===== src/rtl/lodiv_pkg.sv =====
`timescale 1ns/1ps
package lodiv_pkg;

  typedef enum logic [1:0] {
    MODE_LOW    = 2'b00,
    MODE_DIRECT = 2'b01,
    MODE_PRESC  = 2'b10
  } lodiv_mode_e;

  function automatic lodiv_mode_e decode_mode(input logic band_sel, input logic swallow_en);
    if (band_sel)        return MODE_PRESC;
    else if (swallow_en) return MODE_DIRECT;
    else                 return MODE_LOW;
  endfunction

  function automatic logic [31:0] raise_to(input logic [31:0] v, input logic [31:0] floor_v);
    return (v < floor_v) ? floor_v : v;
  endfunction

endpackage


===== src/rtl/lodiv_prescaler.sv =====
`timescale 1ns/1ps
module lodiv_prescaler (
  input  logic clk,
  input  logic rst_n,
  input  logic ev_in,
  output logic ev_out
);
  logic phase_q;

  always_ff @(posedge clk) begin
    if (!rst_n)     phase_q <= 1'b0;
    else if (ev_in) phase_q <= ~phase_q;
  end

  // every second accepted event passes on
  assign ev_out = ev_in & phase_q;
endmodule


===== src/rtl/lodiv_ratio.sv =====
`timescale 1ns/1ps
module lodiv_ratio
  import lodiv_pkg::*;
#(
  parameter int W         = 16,
  parameter int LOW_SHIFT = 4,
  parameter int SW_MIN    = 272,
  parameter int LOW_MIN   = 4
) (
  input  lodiv_mode_e  mode,
  input  logic [W-1:0] word,
  output logic [W-1:0] ratio
);
  localparam int LOW_W = W - LOW_SHIFT;

  logic [31:0] full_v;
  logic [31:0] low_v;

  always_comb begin
    full_v = raise_to(32'(word), 32'(SW_MIN));
    low_v  = raise_to(32'(word[W-1:LOW_SHIFT]), 32'(LOW_MIN));
    if (mode == MODE_LOW) ratio = W'(low_v[LOW_W-1:0]);
    else                  ratio = full_v[W-1:0];
  end
endmodule


===== src/rtl/lodiv_counter.sv =====
`timescale 1ns/1ps
module lodiv_counter #(
  parameter int W = 16
) (
  input  logic         clk,
  input  logic         rst_n,
  input  logic         tick,
  input  logic [W-1:0] ratio,
  output logic [W-1:0] cnt,
  output logic         pulse
);
  always_ff @(posedge clk) begin
    if (!rst_n) begin
      cnt   <= '0;
      pulse <= 1'b0;
    end else begin
      pulse <= 1'b0;
      if (tick) begin
        if (cnt == '0) begin
          cnt <= ratio - W'(1);
        end else if (cnt == W'(1)) begin
          cnt   <= '0;
          pulse <= 1'b1;
        end else begin
          cnt <= cnt - W'(1);
        end
      end
    end
  end
endmodule


===== src/rtl/lodiv_top.sv =====
`timescale 1ns/1ps
module lodiv_top
  import lodiv_pkg::*;
#(
  parameter int W         = 16,
  parameter int LOW_SHIFT = 4,
  parameter int SW_MIN    = 272,
  parameter int LOW_MIN   = 4
) (
  input  logic         clk,
  input  logic         rst_n,
  input  logic         hb_pulse,
  input  logic         lb_pulse,
  input  logic [W-1:0] div_word,
  input  logic         band_sel,
  input  logic         swallow_en,
  input  logic         inhibit,
  output logic         div_out
);
  lodiv_mode_e  mode;
  logic         presc_in;
  logic         presc_ev;
  logic         tick;
  logic [W-1:0] ratio;
  logic [W-1:0] cnt;

  assign mode     = decode_mode(band_sel, swallow_en);
  assign presc_in = hb_pulse & ~inhibit & (mode == MODE_PRESC);

  lodiv_prescaler u_presc (
    .clk(clk), .rst_n(rst_n), .ev_in(presc_in), .ev_out(presc_ev)
  );

  assign tick = (mode == MODE_PRESC) ? presc_ev : (lb_pulse & ~inhibit);

  lodiv_ratio #(.W(W), .LOW_SHIFT(LOW_SHIFT), .SW_MIN(SW_MIN), .LOW_MIN(LOW_MIN)) u_ratio (
    .mode(mode), .word(div_word), .ratio(ratio)
  );

  lodiv_counter #(.W(W)) u_cnt (
    .clk(clk), .rst_n(rst_n), .tick(tick), .ratio(ratio), .cnt(cnt), .pulse(div_out)
  );
endmodule


===== config.mk =====
export PLATFORM = sky130hd
export DESIGN_NAME = lodiv_top
export DESIGN_NICKNAME = d
export VERILOG_FILES = /design/src/rtl/lodiv_pkg.sv /design/src/rtl/lodiv_prescaler.sv /design/src/rtl/lodiv_ratio.sv /design/src/rtl/lodiv_counter.sv /design/src/rtl/lodiv_top.sv
export SDC_FILE = /design/constraint.sdc
export NUM_CORES = 1
export LEC_CHECK = 0
export ABC_CLOCK_PERIOD_IN_PS = 3100
export BUFFER_PORTS_ARGS = -buffer_cell sky130_fd_sc_hd__clkbuf_2
export CELL_PAD_IN_SITES_DETAIL_PLACEMENT = 0
export CELL_PAD_IN_SITES_GLOBAL_PLACEMENT = 1
export CORE_MARGIN = 5
export CORE_UTILIZATION = 31
export DETAILED_ROUTE_END_ITERATION = 8
export PLACE_DENSITY_LB_ADDON = 0.08
export SETUP_SLACK_MARGIN = 0.3
export SLEW_MARGIN = 20
export SYNTH_ARGS = -nofsm -noshare
export SYNTH_HDL_FRONTEND = slang
export SYNTH_SLANG_ARGS = --single-unit

===== constraint.sdc =====
create_clock -name clk -period 3.1 [get_ports clk]
set_input_delay 0.62 -clock clk [delete_from_list [all_inputs] [get_ports clk]]
set_output_delay 0.62 -clock clk [all_outputs]
set_load 0.01 [all_outputs]

==> impl_results.md, run 1 <==
- Gate Count Post-Synth: 232
- Met1 usage: 19.2%
- FMAX: 0.370 GHz
- GR Layer Usage met2: 25.6%
- Worst clock skew: 0.00186 ns
- CP Launch Type: input pin
- Layout cells sized above 1: 27.4%
- Clk sinks: 18
- Power Density: 534 mW/mm2
- H-Tree Depth: 1
- RSZ-0062 raised after global routing: false
- Die footprint: 0.00694 mm2
- Cell Rows: 26
- Slew of the pin with the lowest slew margin: 0.650 ns
- Area leader, netlist: dfxtp_1
- Seq/Total Area, Yosys: 21.6%
- Slew margin rel.: 56.3%
- Average wire per standard cell: 15.5 um
- Max clock buf depth: 2
- Pwr Total: 1.17 mW
- Largest net degree at the start of global routing: 18
- Core ar.: 0.00517 mm2
- Top cells by count, synth: 30 x nor2_1, 18 x dfxtp_1, 17 x nand2_1, 16 x a21oi_1, 13 x o21ai_0
- Post-synth EDFFs: 0
- I/O pins: 24
- Syn_area_per_cell: 7.18 um2
- Drt pass-1 iters: 4
- GRT busiest layer: met2
- Die width: 83.3 um
- Fin. max-slew vios: 0
- NetSw: 0.550 mW
- Overflow after GRT: 0
- Synthesized area: 0.00167 mm2
- Fin crit period: 2.70 ns
- Routed wire length: 5.39 mm
- Final Wtd Congestion: 0.840
- Initial antenna violation count: 0
- DR iter-0 viols: 73
- Count of buffers from port buffering: 23
- Leak Pwr: 0.794 nW
- Clock transition at the registers of the reported paths: 0.07 ns
- Combinational power share: 58.9%
- Count leader, synth: nor2_1
- Via Count: 1,907
- Die Y: 83.3 um
- Top FF cell, synth: dfxtp_1
- Sw Share: 47.1%
- Max cap viols: 0
- Post-synthesis cell type count: 50
- Post-Syn Nets: 258
- ANT nets after route: 0
- TritonCTS clock tree: built
- Reg power frac: 26.9%
- Status: completed
- N_diodes: 0
- First-pass GRT wire length: 8.66 mm
- Worst setup EP type: register
- Final critical-path share of the clock period: 87.2%
- Post-synth top area share: 21.6%
- Synthesis warning total: 0
- Register bit total from synthesis: 18
- Residual DRC count: 0
- All-layer global routing usage: 14.9%
- Main area contributors after synthesis: dfxtp_1 22%, nor2_1 6.8%, a21oi_1 4.8%, a22oi_1 4.1%, o21ai_0 3.9%
- Fin. Hold Viols: 0
- Final setup viols: 0
- Hold WS: 0.526 ns
- Pint: 0.617 mW
- Hold WC Path Type: reg2reg
- Via density: 5.50
- Required @ worst endpoint: 3.30 ns
- Vias in the first global route: 1,836
- GR Util met3: 1.39%
- Ys async rst share: 0%
- Initial core utilization: 32.2%
- Worst-Skew Late Latency: 0.25 ns
- CP Max Fanout: 4
- Maximum vdd drop: 0.000261 V
- CTS root buf: clkbuf_8
- Worst EP arrival: 2.90 ns
- Area delta synth->final: 31.2%
- Final Net Count: 305
- Clk network pwr share: 14.2%
- Setup CP Type: in2reg
- Num CTS Buffers: 3
- HPWL after DPL: 4.18 mm
-- flip-flops by register name (all words and copies together) (netlist names) --
register         flops
u_presc.phase_q      1
u_cnt.cnt           16
u_cnt.pulse          1
-- logic make-up after synthesis --
logic type      after synthesis  share of synthesized area [%]
mux                           1                          0.601
compound gates               78                           33.3
buf+inv                      16                           3.68
simple gates                109                           34.8
fa+ha+maj                     3                           2.25
flops                        18                           21.6
xor+xnor                      7                           3.68
-- routing by layer --
layer | wire length, um | vias up
li1 | - | 991
met1 | 2610 | 873
met2 | 2550 | 37
met3 | 154 | 6
met4 | 85 | 0
met5 | 0 | -
-- per-stage QoR --
stage	cell area [um2]	utilization (%)	setup WS (ns)	std cells	TNS, ns
5_1_grt	2190	42.3	0.274	347	0
3_5_place_dp	2020	39.1	-0.0418	337	-0.0418
4_1_cts	2110	40.9	0.331	344	0
3_3_place_gp	2020	39.1	0.128	337	0
6_report	2190	42.3	0.398	347	0
2_1_floorplan	1710	-	0.280	232	0
-- critical path, cell delays in order --
cell and delay (ns):
buf_6 0.11, o41ai_4 0.43, a31oi_4 0.16, a22oi_2 0.20, ha_2 0.22, o21ai_2 0.06
a31oi_2 0.17, nand3_2 0.11, or4_4 0.43, a211oi_2 0.24, o31a_1 0.15
-- path summary, 6_finish.rpt --
kind | startpoint | endpoint | slack, ns | cells past startpoint
max reg2reg | u_cnt.cnt[6]$_SDFFE_PN0P_ | u_cnt.cnt[0]$_SDFFE_PN0P_ | 0.56 | 7
min | u_presc.phase_q$_SDFFE_PN0P_ | u_presc.phase_q$_SDFFE_PN0P_ | 0.53 | 2
max | div_word[5] | u_cnt.cnt[12]$_SDFFE_PN0P_ | 0.40 | 11
min reg2reg | u_presc.phase_q$_SDFFE_PN0P_ | u_presc.phase_q$_SDFFE_PN0P_ | 0.53 | 2
-- layout make-up --
cell class | instances | area, um2
Fill cell | 566 | 2990
Multi-Input combinational cell | 198 | 1330
Sequential cell | 18 | 360
Timing Repair Buffer | 49 | 329
Tap cell | 70 | 87.6
Clock buffer | 3 | 41.3
Inverter | 9 | 33.8
-- cell usage in the layout, fill, tap and decap left out, types with 3 or more instances in the layout --
cell      instances
dfxtp_1          18
buf_4            26
inv_1             9
or2_2             4
nor3_1            9
nor2_1           30
xnor2_1           3
nand2_1          17
a31oi_1           7
a32oi_1           3
nand2b_1          4
xor2_1            4
or3_1             6
nor4_4            3
clkbuf_8          3
a22oi_1           7
nand4_1           6
clkbuf_2         19
a211oi_1          3
o21ai_0          11
nor4_1            9
buf_6             3
a21oi_1          16
nand3_1          11
-- power groups by stage --
stage / Sequential, mW / Combinational (mW) / Clock (mW)
2_1_floorplan: 0.307 / 0.455 / 0
3_3_place_gp: 0.319 / 0.673 / 0
3_5_place_dp: 0.318 / 0.659 / 0
4_1_cts: 0.312 / 0.671 / 0.170
5_1_grt: 0.321 / 0.754 / 0.176
6_report: 0.314 / 0.687 / 0.166
-- what timing repair did --
action                     in CTS  in global routing
hold buffers                    0                  0
pin swaps                       5                  7
cloned                          0                  0
gates resized for setup         4                 20
buffers inserted                4                  3
setup endpoints to repair       2                  6
(Power assumes the default switching activity.)
==> run 2, diff against run 1 <==
RECOVER_POWER = 25   (was not set)
==> impl_results.md, run 2 (same netlist as run 1, synthesis figures left out) <==
- Met2 routed WL: 2.55 mm (unchanged)
- RSZ-0062 raised after global routing: false
- Registers with the most flip-flops: u_cnt.cnt (16), u_cnt.pulse (1), u_presc.phase_q (1)
- All-layer global routing usage: 14.9% (unchanged)
- R2R cell count: 7 (unchanged)
- Die width: 83.3 um (unchanged)
- ANT nets after route: 0 (unchanged)
- Cell Rows: 26 (unchanged)
- Status: completed
- Final Wtd Congestion: 0.840 (unchanged)
- Num CTS Buffers: 3 (unchanged)
- Count of buffers from port buffering: 23 (unchanged)
- Overflow after GRT: 0 (unchanged)
- Clk network pwr share: 14.5% (+0.3 points)
- Die Y: 83.3 um (unchanged)
- Setup TNS: 0 ns (unchanged)
- HPWL after DPL: 4.18 mm (unchanged)
- Worst setup EP type: register
- DR iter-0 viols: 77 (+5.5%)
- Fin crit period: 2.70 ns (-0.00203 ns)
- Pwr Total: 1.16 mW (-1.0%)
- R2R setup slack: 0.55 ns (about the same)
- Most frequent cells in the layout: 30 x nor2_1, 25 x buf_4, 18 x dfxtp_1
- Sw Share: 47.6% (+0.44 points)
- Fin. max-slew vios: 0 (unchanged)
- Layout cells sized above 1: 26.4% (-1.1 points)
- Hold WC Path Type: reg2reg
- Slew of the pin with the lowest slew margin: 0.649 ns (-0.000971 ns)
- CP Launch Type: input pin
- H-Tree Depth: 1 (unchanged)
- Worst hold path endpoint: u_presc.phase_q$_SDFFE_PN0P_
- Pint: 0.606 mW (-1.8%)
- Slew margin rel.: 56.4% (+0.065 points)
- Commonest non-fill, non-tap cell in the layout: nor2_1
- Fin. Hold Viols: 0 (unchanged)
- CTS root buf: clkbuf_8
- Average wire per standard cell: 15.5 um (about the same)
- Via density: 5.48 (-0.26%)
- Max cap viols: 0 (unchanged)
- Clock transition at the registers of the reported paths: 0.07 ns (about the same)
- Initial core utilization: 32.2% (unchanged)
- Largest Register: u_cnt.cnt
- Routed wire length: 5.39 mm (about the same)
- Utilization after layout: 42.1% (-0.12 points)
- Core ar.: 0.00517 mm2 (unchanged)
- Clk sinks: 18 (unchanged)
- M1 WL: 2.62 mm (+0.38%)
- Hold Path Depth: 2 (unchanged)
- Drt pass-1 iters: 4 (unchanged)
- Worst hold path startpoint: u_presc.phase_q$_SDFFE_PN0P_
- CP Max Fanout: 4 (unchanged)
- FMAX: 0.370 GHz (about the same)
- Max reg flops: 16 (unchanged)
- Largest net degree at the start of global routing: 18 (unchanged)
- Initial antenna violation count: 0 (unchanged)
- Worst clock skew: 0.00146 ns (-0.000400 ns)
- Final Net Count: 305 (unchanged)
- Die footprint: 0.00694 mm2 (unchanged)
- Area occupied by multi-input gates: 0.00133 mm2 (unchanged)
- Hold WS: 0.527 ns (+0.000544 ns)
- NetSw: 0.550 mW (about the same)
- Residual DRC count: 0 (unchanged)
- Hold_buf cts: 0 (unchanged)
- Worst r2r src: u_cnt.cnt[6]$_SDFFE_PN0P_
- Setup CP Type: in2reg
- Reg power frac: 27.2% (+0.3 points)
- Met3 routed WL: 146 um (-5.2%)
- Leak Pwr: 0.784 nW (-1.3%)
- First-pass GRT wire length: 8.66 mm (unchanged)
- Worst setup margin: 0.400 ns (+0.00203 ns)
- Worst EP arrival: 2.90 ns (about the same)
- Required @ worst endpoint: 3.30 ns (about the same)
- Worst r2r dst: u_cnt.cnt[0]$_SDFFE_PN0P_
- Power Density: 530 mW/mm2 (-0.72%)
- Combinational power share: 58.4% (-0.5 points)
- Highest routed layer: met4
- N_diodes: 0 (unchanged)
- Layout fillers: 570 (+0.71%)
- Via Count: 1,902 (-0.26%)
- Final critical-path share of the clock period: 87.1% (about the same)
- I/O pins: 24 (unchanged)
- Worst slack, placed: -0.0418 ns (unchanged)
- Maximum vdd drop: 0.000264 V (+1.3%)
- Area delta synth->final: 30.8%
- Final setup viols: 0 (unchanged)
- Max clock buf depth: 2 (unchanged)
- Worst-Skew Late Latency: 0.25 ns (about the same)
- TritonCTS clock tree: built
- Vias in the first global route: 1,836 (unchanged)
- FF/Latch Area: 360 um2 (unchanged)
## run 2: cell count changes in the layout (fill, tap and decap cells not counted)
cell	delta
clkbuf_1	+3
clkbuf_2	-2
buf_4	-1
## run 2: worst max-delay path by stage
stage                       startpoint                         end  slack [ns]  cells after the start
after floorplan           div_word[15]  u_cnt.cnt[12]$_SDFFE_PN0P_        0.28                     10
after detailed placement   div_word[7]  u_cnt.cnt[12]$_SDFFE_PN0P_       -0.04                     11
final                      div_word[5]  u_cnt.cnt[12]$_SDFFE_PN0P_        0.40                     11
after global routing      div_word[14]  u_cnt.cnt[12]$_SDFFE_PN0P_        0.27                     11
after global placement     div_word[7]  u_cnt.cnt[12]$_SDFFE_PN0P_        0.13                     11
after CTS                  div_word[5]  u_cnt.cnt[14]$_SDFFE_PN0P_        0.33                     12
## run 2: what timing repair did
| item | CTS | global route |
|---|---|---|
| resized for setup | 4 | 20 |
| endpoints found under the setup margin | 2 | 6 |
| pin swaps | 5 | 7 |
| buffers inserted | 4 | 3 |
## run 2: routing by layer
metal	vias up	global-route usage, %
li1	991	-
met1	867	19.2
met2	38	25.6
met3	6	1.39
met4	0	5.35
met5	-	0
## run 2: cell type report
type                       count  share of cell area [%]
clock buffer                   3                    1.89
timing repair buffer          49                    14.8
sequential                    18                    16.5
inverter                       9                    1.55
multi-input combinational    198                    61.2
tap                           70                    4.02
## run 2: power groups by stage
stage | combinational (mW) | sequential (mW) | clock, mW
after global placement | 0.673 | 0.319 | 0
final | 0.674 | 0.314 | 0.167
after global routing | 0.740 | 0.321 | 0.176
after floorplan | 0.455 | 0.307 | 0
after detailed placement | 0.659 | 0.318 | 0
after CTS | 0.671 | 0.312 | 0.170
## run 2: worst max-delay path, stage by stage
cell and delay [ns]:
buf_6 0.11, o41ai_4 0.43, a31oi_4 0.16, a22oi_2 0.20, ha_2 0.22, o21ai_2 0.06, a31oi_2 0.17, nand3_2 0.11
or4_4 0.43, a211oi_2 0.24, o31a_1 0.15
## run 2: stage by stage
| step | area (um2) | cells |
|---|---|---|
| detailed placement | 2020 | 337 |
| floorplan | 1710 | 232 |
| finish | 2180 | 347 |
| global placement | 2020 | 337 |
| global route | 2180 | 347 |
| CTS | 2110 | 344 |
